## src/rtl/bpred_pkg.sv

```systemverilog
// Shared types for the branch direction predictor.
// Assumes: counter entries are two bits wide.
package bpred_pkg;

    typedef enum logic [1:0] {
        POL_SAT2  = 2'b00,
        POL_LAST  = 2'b01,
        POL_BWD   = 2'b10,
        POL_SAT2B = 2'b11
    } bp_policy_e;

    // Next value of one entry given the resolved outcome and the policy.
    function automatic logic [1:0] train_ctr(input logic [1:0] cur,
                                             input logic taken,
                                             input bp_policy_e pol);
        logic [1:0] nxt;
        nxt = cur;
        if (pol == POL_LAST) begin
            nxt = taken ? 2'b11 : 2'b00;
        end else if (pol != POL_BWD) begin
            if (taken && cur != 2'b11)       nxt = cur + 2'd1;
            else if (!taken && cur != 2'b00) nxt = cur - 2'd1;
        end
        return nxt;
    endfunction

endpackage

```

## src/rtl/bpred_table.sv

```systemverilog
// Direct-mapped table of 2-bit counters with one asynchronous read port
// and one synchronous write port.
// Assumes: a read of the entry being written returns the old value.
module bpred_table
    import bpred_pkg::*;
#(
    parameter int IDX_W = 6
) (
    input  logic             clk,
    input  logic             rst_n,
    input  logic [IDX_W-1:0] rd_idx,
    output logic [1:0]       rd_ctr,
    input  logic             wr_en,
    input  logic [IDX_W-1:0] wr_idx,
    input  logic             wr_taken,
    input  bp_policy_e       wr_pol
);
    localparam int DEPTH = 1 << IDX_W;

    logic [1:0] mem [DEPTH];

    // Read port: plain array lookup, old value during a same-entry write.
    assign rd_ctr = mem[rd_idx];

    // Storage: reset every entry to weakly not-taken, else train one entry.
    always_ff @(posedge clk) begin
        if (!rst_n) begin
            for (int i = 0; i < DEPTH; i++) mem[i] <= 2'b01;
        end else if (wr_en) begin
            mem[wr_idx] <= train_ctr(mem[wr_idx], wr_taken, wr_pol);
        end
    end

    // a strong-taken entry stays strong-taken on another taken outcome.
    p_sat_hi_r2: assert property (@(posedge clk) disable iff (!rst_n)
        (wr_en && wr_pol != POL_LAST && wr_pol != POL_BWD && wr_taken && mem[wr_idx] == 2'b11)
        |=> mem[$past(wr_idx)] == 2'b11);

    // a strong-not-taken entry stays put on another not-taken outcome.
    p_sat_lo_r2: assert property (@(posedge clk) disable iff (!rst_n)
        (wr_en && wr_pol != POL_LAST && wr_pol != POL_BWD && !wr_taken && mem[wr_idx] == 2'b00)
        |=> mem[$past(wr_idx)] == 2'b00);

    // last-outcome policy leaves the entry fully set or fully clear.
    p_last_r3: assert property (@(posedge clk) disable iff (!rst_n)
        (wr_en && wr_pol == POL_LAST)
        |=> mem[$past(wr_idx)] == {2{$past(wr_taken)}});

    // with no write the entry being read keeps its value.
    p_idle_r6: assert property (@(posedge clk) disable iff (!rst_n)
        (!wr_en) |=> mem[$past(rd_idx)] == $past(mem[rd_idx]));

endmodule

```

## src/rtl/bpred_stats.sv

```systemverilog
// Free-running counters of resolved branches and mispredictions.
// Assumes: counters wrap at 2**CNT_W; a miss is only reported with a branch.
module bpred_stats #(
    parameter int CNT_W = 32
) (
    input  logic             clk,
    input  logic             rst_n,
    input  logic             br_seen,
    input  logic             br_miss,
    output logic [CNT_W-1:0] br_total,
    output logic [CNT_W-1:0] miss_total
);
    // Branch counter: one step per resolved branch.
    always_ff @(posedge clk) begin
        if (!rst_n)       br_total <= '0;
        else if (br_seen) br_total <= br_total + 1'b1;
    end

    // Miss counter: one step per redirect.
    always_ff @(posedge clk) begin
        if (!rst_n)       miss_total <= '0;
        else if (br_miss) miss_total <= miss_total + 1'b1;
    end

    // every resolved branch advances the branch counter by exactly one.
    p_br_step_r9: assert property (@(posedge clk) disable iff (!rst_n)
        br_seen |=> br_total == $past(br_total) + 1'b1);

    // idle cycles leave both counters alone.
    p_idle_cnt_r6: assert property (@(posedge clk) disable iff (!rst_n)
        (!br_seen) |=> (br_total == $past(br_total) && miss_total == $past(miss_total)));

endmodule

```

## src/rtl/bpred_top.sv

```systemverilog
// Branch direction predictor: same-cycle guess at fetch, training and
// redirect at execute, plus accuracy counters.
// Assumes: res_pred_i is the guess fetch used for that same branch.
module bpred_top
    import bpred_pkg::*;
#(
    parameter int PC_W  = 32,
    parameter int IDX_W = 6,
    parameter int ALIGN = 2,
    parameter int CNT_W = 32
) (
    input  logic             clk,
    input  logic             rst_n,
    input  logic [1:0]       mode_i,
    input  logic [PC_W-1:0]  fetch_pc_i,
    input  logic             fetch_back_i,
    output logic             pred_taken_o,
    input  logic             res_valid_i,
    input  logic [PC_W-1:0]  res_pc_i,
    input  logic             res_taken_i,
    input  logic             res_pred_i,
    output logic             redirect_o,
    output logic [CNT_W-1:0] branch_cnt_o,
    output logic [CNT_W-1:0] miss_cnt_o
);
    localparam int IDX_LO = ALIGN;

    bp_policy_e       pol;
    logic [IDX_W-1:0] fetch_idx;
    logic [IDX_W-1:0] res_idx;
    logic [1:0]       fetch_ctr;
    logic             tbl_wr;

    assign pol       = bp_policy_e'(mode_i);
    assign fetch_idx = fetch_pc_i[IDX_LO +: IDX_W];
    assign res_idx   = res_pc_i[IDX_LO +: IDX_W];
    assign tbl_wr    = res_valid_i && (pol != POL_BWD);

    bpred_table #(.IDX_W(IDX_W)) u_table (
        .clk      (clk),
        .rst_n    (rst_n),
        .rd_idx   (fetch_idx),
        .rd_ctr   (fetch_ctr),
        .wr_en    (tbl_wr),
        .wr_idx   (res_idx),
        .wr_taken (res_taken_i),
        .wr_pol   (pol)
    );

    // Guess select: static policy uses displacement sign, others the counter MSB.
    always_comb begin
        if (pol == POL_BWD) pred_taken_o = fetch_back_i;
        else                pred_taken_o = fetch_ctr[1];
    end

    // Redirect: resolved outcome disagrees with the guess that was used.
    always_comb begin
        redirect_o = res_valid_i && (res_taken_i != res_pred_i);
    end

    bpred_stats #(.CNT_W(CNT_W)) u_stats (
        .clk        (clk),
        .rst_n      (rst_n),
        .br_seen    (res_valid_i),
        .br_miss    (redirect_o),
        .br_total   (branch_cnt_o),
        .miss_total (miss_cnt_o)
    );

    // static policy follows the displacement sign.
    p_static_r4: assert property (@(posedge clk) disable iff (!rst_n)
        (mode_i == 2'b10) |-> pred_taken_o == fetch_back_i);

    // no redirect without a resolved branch.
    p_redir_r5: assert property (@(posedge clk) disable iff (!rst_n)
        redirect_o |-> res_valid_i);

    // a redirect advances the miss counter on the next edge.
    p_miss_step_r9: assert property (@(posedge clk) disable iff (!rst_n)
        redirect_o |=> miss_cnt_o == $past(miss_cnt_o) + 1'b1);

endmodule

```

## config.mk

```make
export PLATFORM = sky130hd
export DESIGN_NAME = bpred_top
export DESIGN_NICKNAME = d
export VERILOG_FILES = /design/src/rtl/bpred_pkg.sv /design/src/rtl/bpred_table.sv /design/src/rtl/bpred_stats.sv /design/src/rtl/bpred_top.sv
export SDC_FILE = /design/constraint.sdc
export NUM_CORES = 1
export LEC_CHECK = 0
export BUFFER_PORTS_ARGS = -buffer_cell sky130_fd_sc_hd__buf_4
export CORE_AREA = 10 10 159 198
export DETAILED_ROUTE_END_ITERATION = 16
export DIE_AREA = 0 0 169 208
export PLACE_DENSITY = 0.67
export SLEW_MARGIN = 5
export SYNTH_ARGS = -nofsm -noshare
export SYNTH_HDL_FRONTEND = slang
export SYNTH_HIERARCHICAL = 1
export SYNTH_SLANG_ARGS = --single-unit
```

## constraint.sdc

```tcl
create_clock -name clk -period 10.25 [get_ports clk]
set_input_delay 1.025 -clock clk [delete_from_list [all_inputs] [get_ports clk]]
set_output_delay 1.025 -clock clk [all_outputs]
set_load 0.005 [all_outputs]
```

==> impl_metrics.ini <==
[floorplan]
die_w_um = 169
initial_core_util = 0.3905
io_pins = 138
core_area_um2 = 27480
num_rows = 68
fp.dieH_um = 208
die_area_um2 = 35150

[global_routing]
use_met2 = 0.2800
antenna_found_initial = 0
grt_pass1_wl_um = 50650
grtUsageMet3 = 0.04337
grt_pass1_vias = 8675
track_usage = 0.1797
use_met1 = 0.2323
grt.overflow.total = 0
grt.busiest_layer = met2
grt_max_degree = 72

[sta]
final_max_slew_viol_count = 0
min_period_over_period = 0.5104
tns_ns = 0
final-setup-viol-count = 0
fin_crit_ns = 5.232
skew_ns = 0.01596
fin_ws_ns = 5.018
relSlewSlack = 0.1470
worst_pin_slew_ns = 1.275
hold_viol_final = 0
rsz0062_at_grt = false
fmax_ghz = 0.1911

[min_path]
whs_endpoint = u_stats/miss_total[31]
hold_path.startpoint = u_stats/miss_total[31]
min_delay_path_depth = 2
hold_class = reg -> reg

[placement]
pre_cts_ws_ns = 4.685
dpl.cell_count = 1335
hpwlAfterDp_um = 20500
placed_area_um2 = 11320
numPortBuffers = 85
place_congestion = 0.9116

[setup_path]
slowest_stage = nor2b_2
r2r_end = u_table/mem[31][1]
rr_worst_depth = 15
critical_path_buf_inv_count = 3
crit_start = res_pc_i[3]
required_ns = 10.39
cp_data_arrival_time_ns = 5.37
start_kind = input port
critPathKind = in -> reg
path_delay_family = simple AND/OR/NAND/NOR gates
cp_slowest_stage_delay_ns = 0.88
cp_cell_sequence = buf_4 > nor2b_2 > a22o_1 > a221oi_1 > o211a_1 > nand4_2 > inv_1 > ha_1 > nand2b_1 > a21boi_0 > nor2_1 > nor2_1 > a21oi_1 > a221oi_4 > buf_4 > nor3_1
crit_path_end_kind = register
crit_fanout = 64
r2r_start = u_table/mem[15][0]
ff2ff_setup_slack_ns = 6.19

[finish]
synthToLayoutAreaGrowth_pct = 11.03
nets = 1080
final_cell_area_um2 = 11920
drive_gt1_frac = 0.2045
antennaDiodeCount = 0
finalNonFillerCells = 1367

[pwr]
powerDensity_nw_per_um2 = 147.4
power.leakage_nw = 3.852
vdd_ir_drop_max_uv = 94.91

[drt]
drc = 0
avgRoutedWirePerCell_um = 24.12
vias_per_cell = 6.603
routed_wl_um = 32980
antenna_left = 0
drtIter0Drc = 1320
firstDrtPassIters = 5
via_count = 9026

[clocking]
cts_root_buf = clkbuf_16
path_clk_slew_ns = 0.07
clock_path_buffers = 2
clk_latency_ns = 0.45
cts_buffers = 17
ctsHtreeMaxLevel = 4
cts_resized = 0
clkSinkCount = 192
cts_tree = yes
post_cts_buffers = 0
postCtsHoldBufs = 0

[outcome]
outcome = completed

[synth]
mappedNetlistArea_um2 = 10730
syn-num-nets = 1077
yosysWarnings = 6
postSynthCellCount = 1001
synth.avg_cell_area_um2 = 10.72

[job]
drv_cap = 0
==> metal layers <==
metal | part of all wire | vias up
met5 | 0 | -
met4 | 0.040 | 0
met3 | 0.10 | 96
met2 | 0.46 | 568
met1 | 0.40 | 4392
li1 | - | 3970
==> stage by stage <==
stage            util  power, W  hold slack [ns]
6_report       0.4336  0.001757           0.4887
4_1_cts        0.4336  0.001761           0.4868
2_1_floorplan       -  0.001031           0.4682
3_5_place_dp   0.4120  0.001088           0.4771
3_3_place_gp   0.4120  0.001086           0.4618
5_1_grt        0.4336  0.001807           0.5207
==> worst reg2reg max path, delay by kind of cell (launching register included) <==
kind,cells,cell delay (ns)
AO/OA/AOI/OAI,5,1.35
multiplexers,1,0.07
AND/OR/NAND/NOR,6,0.89
adder cells (fa/ha/maj),1,0.25
flip-flops,1,0.34
buffers and inverters,2,0.86
==> final cells by class <==
cell class	instances	area, um^2
fill	2604	15560
sequential	192	5125
multi-input combinational	683	4997
timing repair buffer	93	698.2
tap	350	437.9
clock buffer	17	425.4
clock inverter	15	168.9
inverter	17	63.81
==> report_power, final <==
part / total (W) / internal [W] / switching (W)
combinational: 0.000228 / 0.0000621 / 0.000166
clock: 0.000679 / 0.000349 / 0.000330
sequential: 0.000849 / 0.000839 / 0.0000100
==> registers in the layout (all words and copies together), names as in the netlist <==
| register | cells |
|---|---|
| u_table/mem | 128 |
| u_stats/miss_total | 32 |
| u_stats/br_total | 32 |
==> how the worst max path moves through the flow <==
stage / to / slack (ns) / depth (start not counted)
6_report: u_table/mem[31][1] / 5.02 / 16
5_1_grt: u_table/mem[31][1] / 4.78 / 16
4_1_cts: u_table/mem[31][1] / 5.15 / 16
3_5_place_dp: u_table/mem[31][1] / 4.68 / 16
3_3_place_gp: u_table/mem[9][1] / 4.75 / 16
2_1_floorplan: pred_taken_o / 6.01 / 6
==> placed cells by master, fill, tap and decap left out, drive strengths merged, types with 10 or more instances in the layout <==
cell type / count
edfxtp: 128
o31ai: 31
o311ai: 64
nand3: 21
a22oi: 11
buf: 93
nor3: 56
mux4: 22
mux2i: 15
nand2: 67
a221oi: 28
inv: 26
nand4: 22
dfxtp: 64
xnor2: 10
o21ai: 61
and3: 11
a21oi: 44
nor2: 58
or4: 33
o22ai: 10
xor2: 16
clkbuf: 17
(Power assumes the default switching activity.)
